### src/rtl/vec_elem_pkg.sv
// Package: shared types for the vector element enable unit.
// Assumes: nothing beyond IEEE 1800-2017.
package vec_elem_pkg;

    // Category an element index falls into for one instruction.
    typedef enum logic [2:0] {
        CLS_OUTSIDE  = 3'd0,   // index at or beyond group capacity
        CLS_PRESTART = 3'd1,   // index below resume point
        CLS_ACTIVE   = 3'd2,   // body, mask on or masking off
        CLS_INACTIVE = 3'd3,   // body, mask off
        CLS_TAIL     = 3'd4    // index at or beyond vector length
    } elem_class_e;

endpackage

### src/rtl/vec_elem_classify.sv
// Module: vec_elem_classify
// Sorts each element index into its category by comparing the index with
// the resume point, the vector length and the group capacity.
// Assumes: NUM_ELEM < 2**IDX_W, so every index fits in IDX_W bits.
// Purely combinational.
module vec_elem_classify
    import vec_elem_pkg::*;
#(
    parameter int unsigned NUM_ELEM = 16,
    parameter int unsigned IDX_W    = $clog2(NUM_ELEM + 1)
) (
    input  logic [IDX_W-1:0]                vstart_i,
    input  logic [IDX_W-1:0]                vl_i,
    input  logic [IDX_W-1:0]                vlmax_i,
    input  logic [NUM_ELEM-1:0]             mask_i,
    input  logic                            mask_en_i,
    output elem_class_e [NUM_ELEM-1:0]      cls_o,
    output logic                            body_empty_o
);

    // Empty body: resume point at or past the vector length.
    always_comb begin
        body_empty_o = (vstart_i >= vl_i);
    end

    for (genvar e = 0; e < NUM_ELEM; e++) begin : g_elem
        localparam logic [IDX_W-1:0] EIDX = IDX_W'(e);

        // Category of element e, with capacity checked first.
        always_comb begin
            if (EIDX >= vlmax_i) begin
                cls_o[e] = CLS_OUTSIDE;
            end else if (EIDX < vstart_i) begin
                cls_o[e] = CLS_PRESTART;
            end else if (EIDX >= vl_i) begin
                cls_o[e] = CLS_TAIL;
            end else if (!mask_en_i || mask_i[e]) begin
                cls_o[e] = CLS_ACTIVE;
            end else begin
                cls_o[e] = CLS_INACTIVE;
            end
        end
    end

endmodule

### src/rtl/vec_elem_policy.sv
// Module: vec_elem_policy
// Turns each element category into write, fault and fill enables, applying
// the tail and inactive policies and the global empty-body squash.
// Assumes: categories come from vec_elem_classify. Purely combinational.
module vec_elem_policy
    import vec_elem_pkg::*;
#(
    parameter int unsigned NUM_ELEM = 16
) (
    input  elem_class_e [NUM_ELEM-1:0]  cls_i,
    input  logic                        body_empty_i,
    input  logic                        tail_agn_i,
    input  logic                        inact_agn_i,
    input  logic                        force_agn_i,
    output logic [NUM_ELEM-1:0]         wr_en_o,
    output logic [NUM_ELEM-1:0]         fault_en_o,
    output logic [NUM_ELEM-1:0]         fill_o
);

    logic tail_fill;
    logic inact_fill;

    // Effective policies after the force-agnostic override.
    always_comb begin
        tail_fill  = tail_agn_i  | force_agn_i;
        inact_fill = inact_agn_i | force_agn_i;
    end

    for (genvar e = 0; e < NUM_ELEM; e++) begin : g_elem
        // Enables for element e, all squashed when the body is empty.
        always_comb begin
            wr_en_o[e]    = 1'b0;
            fault_en_o[e] = 1'b0;
            fill_o[e]     = 1'b0;
            if (!body_empty_i) begin
                unique case (cls_i[e])
                    CLS_ACTIVE: begin
                        wr_en_o[e]    = 1'b1;
                        fault_en_o[e] = 1'b1;
                    end
                    CLS_INACTIVE: begin
                        wr_en_o[e] = inact_fill;
                        fill_o[e]  = inact_fill;
                    end
                    CLS_TAIL: begin
                        wr_en_o[e] = tail_fill;
                        fill_o[e]  = tail_fill;
                    end
                    default: begin
                        wr_en_o[e] = 1'b0;
                    end
                endcase
            end
        end
    end

endmodule

### src/rtl/vec_elem_gate.sv
// Module: vec_elem_gate (top)
// Per-element write, fault and agnostic-fill enables for a vector
// destination, plus scalar-result valid, registered once at the output.
// Assumes: synchronous active-low reset; NUM_ELEM < 2**IDX_W.
module vec_elem_gate
    import vec_elem_pkg::*;
#(
    parameter int unsigned NUM_ELEM = 16,
    parameter int unsigned IDX_W    = $clog2(NUM_ELEM + 1)
) (
    input  logic                 clk,
    input  logic                 rst_n,
    input  logic [IDX_W-1:0]     vstart_i,
    input  logic [IDX_W-1:0]     vl_i,
    input  logic [IDX_W-1:0]     vlmax_i,
    input  logic [NUM_ELEM-1:0]  mask_i,
    input  logic                 mask_en_i,
    input  logic                 tail_agn_i,
    input  logic                 inact_agn_i,
    input  logic                 force_agn_i,
    input  logic                 scalar_op_i,
    output logic [NUM_ELEM-1:0]  wr_en_o,
    output logic [NUM_ELEM-1:0]  fault_en_o,
    output logic [NUM_ELEM-1:0]  fill_o,
    output logic                 scalar_vld_o
);

    elem_class_e [NUM_ELEM-1:0] cls;
    logic                       body_empty;
    logic [NUM_ELEM-1:0]        wr_nxt;
    logic [NUM_ELEM-1:0]        fault_nxt;
    logic [NUM_ELEM-1:0]        fill_nxt;

    vec_elem_classify #(
        .NUM_ELEM (NUM_ELEM),
        .IDX_W    (IDX_W)
    ) u_classify (
        .vstart_i     (vstart_i),
        .vl_i         (vl_i),
        .vlmax_i      (vlmax_i),
        .mask_i       (mask_i),
        .mask_en_i    (mask_en_i),
        .cls_o        (cls),
        .body_empty_o (body_empty)
    );

    vec_elem_policy #(
        .NUM_ELEM (NUM_ELEM)
    ) u_policy (
        .cls_i        (cls),
        .body_empty_i (body_empty),
        .tail_agn_i   (tail_agn_i),
        .inact_agn_i  (inact_agn_i),
        .force_agn_i  (force_agn_i),
        .wr_en_o      (wr_nxt),
        .fault_en_o   (fault_nxt),
        .fill_o       (fill_nxt)
    );

    // Output stage: capture enables and scalar valid, cleared by reset.
    always_ff @(posedge clk) begin
        if (!rst_n) begin
            wr_en_o      <= '0;
            fault_en_o   <= '0;
            fill_o       <= '0;
            scalar_vld_o <= 1'b0;
        end else begin
            wr_en_o      <= wr_nxt;
            fault_en_o   <= fault_nxt;
            fill_o       <= fill_nxt;
            scalar_vld_o <= scalar_op_i;
        end
    end

endmodule

### config.mk
export PLATFORM = sky130hd
export DESIGN_NAME = vec_elem_gate
export DESIGN_NICKNAME = d
export VERILOG_FILES = /design/src/rtl/vec_elem_pkg.sv /design/src/rtl/vec_elem_classify.sv /design/src/rtl/vec_elem_policy.sv /design/src/rtl/vec_elem_gate.sv
export SDC_FILE = /design/constraint.sdc
export NUM_CORES = 1
export LEC_CHECK = 0
export BUFFER_PORTS_ARGS = -buffer_cell sky130_fd_sc_hd__buf_2
export CAP_MARGIN = 20
export CORE_MARGIN = 3
export CORE_UTILIZATION = 45
export DETAILED_ROUTE_END_ITERATION = 16
export PLACE_DENSITY = 0.76
export SLEW_MARGIN = 20
export SYNTH_ARGS = -nofsm -noshare
export SYNTH_HDL_FRONTEND = slang
export SYNTH_SLANG_ARGS = --single-unit
### constraint.sdc
create_clock -name clk -period 2.01 [get_ports clk]
set_input_delay 0.402 -clock clk [delete_from_list [all_inputs] [get_ports clk]]
set_output_delay 0.402 -clock clk [all_outputs]
set_load 0.005 [all_outputs]
==> summary.md <==
| Metric | Value |
|---|---|
| First-pass GRT wire length | `12,000 microns` |
| Clock transition at path regs | `0.09 ns` |
| Power per cell area | `between 600 and 700 nW/um^2` |
| Hold depth | `2` |
| DR pass1 iterations | `4` |
| CP Max Fanout | `16` |
| Final setup viols | `0` |
| RSZ-0062 raised after global routing | `false` |
| Worst Path Required | `between 2 and 2.5 ns` |
| Asr flop ratio synth | `0` |
| Final net count | `433` |
| Clock power frac | `0.338` |
| P_sw | `573 uW` |
| Largest area contributor in the netlist | `dfxtp_1` |
| Worst Hold Launch | `scalar_op_i` |
| Setup crit start kind | `input pin` |
| Internal cell power | `around 1600 uW` |
| Initial detailed-routing violation count | `165` |
| Syn_nets | `334` |
| Arr. time, crit path | `1.98 ns` |
| Post-CTS sizing | `0` |
| Initial antenna violation count | `0` |
| Vias in the first global route | `around 2,500` |
| Die Area | `6510 sq um` |
| Worst hold endpoint | `scalar_vld_o` |
| Placeable Area | `5240 sq um` |
| # H-tree levels | `2` |
| Die width | `80.7 microns` |
| Number of flops mapped to enable cells by yosys | `0` |
| Worst Hold Class | `in -> reg` |
| Port Buffers | `86` |
| IO Pins | `87` |
| Status | `finished clean` |
| Cells after Synth | `291` |
| Hold_buf cts | `0` |
| Endpoints failing hold | `0` |
| Register area share after synthesis | `0.391` |
| Layout cells sized above 1 | `0.371` |
| Layout area overhead | `30.7%` |
| Dpl cells | `around 450` |
| Syn avg cell area | `8.63 sq um` |
| Clk buf depth | `2` |
| VDD IR max | `0.345 mV` |
| CP Class | `in -> reg` |
| Post-synth top area share | `0.391` |
| Initial core utilization | `0.479` |
| Vias | `~2,600` |
| LEAKAGE | `0.00149 uW` |
| Final Cycle Share | `0.895` |
| Routability congestion estimate | `0.991` |
| Pins Over Slew Limit | `0` |
| Sw Share | `0.267` |
| Final wirelength | `7330 microns` |
| Final non-filler cell total | `461` |
| Remaining DRCs | `0` |
| GR Overflow Total | `0` |
| Yosys warning count | `0` |
| DR vias/cell | `5.69` |
| Antenna viol nets, final | `0` |
| DR WL/cell | `around 16 microns` |
| Sink Count | `between 40 and 50` |
| Rel. slew slack | `0.612` |
| Worst-margin pin slew | `0.578 ns` |
| Flop pwr share | `0.464` |
| Total CTS buffers | `5` |
| Synth cell types | `53` |
| Cell Area, Synth | `between 2000 and 3000 sq um` |
| Synth top area cells | `dfxtp_1, nor3_1, a21oi_1, nor2_1, nand2_1` |
| Register bit total from synthesis | `49` |
| Placed cell area | `about 3200 sq um` |
| Total of max-cap violations | `0` |
| Combinational Power Share | `0.198` |
| Final instance area | `between 3000 and 4000 sq um` |
| Main synth FF type | `dfxtp_1` |
| N_diodes | `0` |
| Final min period | `1.80 ns` |
| Post-DP HPWL | `5500 microns` |
| CP endpoint kind | `flip-flop` |
| CTS tree | `done` |
| Die height | `80.7 microns` |
| Max Clk Rate | `around 560 MHz` |
| Postcts setup bufs | `0` |
| Placement row count | `26` |
| Clock Tree Root | `clkbuf_8` |
| Largest net degree at the start of global routing | `19` |
| Global-route usage over all layers | `0.236` |
## cell usage in the layout (no fill, tap or decap), types with 8 or more instances in the layout
cell     instances
nand2_1         24
buf_4           26
dfxtp_1         49
nor3_1          27
o21ai_0          9
buf_2           86
nor2_1          26
inv_1            8
nor2b_1         10
a21oi_1         21
## logic make-up (layout without fill, tap and decap cells)
logic type,Yosys count,after routing,synth area share
flops,49,49,0.391
simple gates,126,126,0.280
fa+ha+maj,5,5,0.0249
mux,6,6,0.0254
buf+inv,30,130,0.0538
compound gates,75,75,0.226
## sequential cells by signal, indices dropped and copies added, names as in the netlist
register,count
scalar_vld_o,1
wr_en_o,16
fill_o,16
fault_en_o,16
## final cells by class
| cell class | instances | area [sq um] |
|---|---|---|
| sequential | 49 | 981 |
| inverter | 9 | 33.8 |
| multi-input combinational | 212 | 1410 |
| tap | 70 | 87.6 |
| clock buffer | 6 | 82.6 |
| fill | 443 | 1960 |
| timing repair buffer | 113 | 646 |
| clock inverter | 2 | 37.5 |
## synthesized netlist by cell type (5+ instances only)
cell type  number
a21oi_1        21
a31oi_1         5
buf_2           6
clkbuf_1       13
dfxtp_1        49
ha_1            5
inv_1           9
nand2_1        24
nand2b_1        6
nor2_1         26
nor2b_1        10
nor3_1         27
o21ai_0         9
## how the worst max path moves through the flow
stage	from	to	slack (ns)	cells past startpoint
after floorplan	vl_i[4]	wr_en_o[10]	0.005	7
after global placement	vl_i[3]	fault_en_o[3]	0.03	7
after detailed placement	vl_i[2]	fault_en_o[5]	-0.05	8
after CTS	vl_i[2]	fault_en_o[5]	0.25	8
after global routing	vl_i[2]	fault_en_o[5]	0.08	8
final	vl_i[2]	fault_en_o[5]	0.21	8
## power by group through the flow
| stage | Sequential, uW | Clock (uW) | Combinational [uW] |
|---|---|---|---|
| after floorplan | 1020 | 0 | 249 |
| after global placement | 1020 | 0 | 407 |
| after detailed placement | 1020 | 0 | 418 |
| after CTS | 997 | 735 | 420 |
| after global routing | 1000 | 780 | 469 |
| final | 997 | 725 | 426 |
## routing by layer
metal  global-route usage  part of all wire  wire length [microns]
met5                    0                 0                      0
met4               0.0659             0.013                     93
met3               0.0303             0.094                    689
met2                0.380              0.46                   3380
met1                0.331              0.43                   3170
## metrics by stage
step	setup slack, ns	total power, uW	hold slack [ns]	TNS [ns]	utilization
final	0.212	2150	0.310	0	0.627
after global routing	0.0841	2250	0.335	0	0.627
after CTS	0.251	2150	0.308	0	0.627
after detailed placement	-0.0545	1440	0.617	-0.0809	0.604
after global placement	0.0338	1430	0.613	0	0.604
after floorplan	0.00508	1270	0.524	0	-
## critical path, cell delays in order
cell and delay [ns]:
buf_2 0.10, inv_1 0.05, ha_1 0.30, a21o_1 0.18
a31oi_2 0.19, buf_4 0.17, o211ai_4 0.18, nor4b_1 0.41
Note: power is estimated with default switching activity, not from simulation.
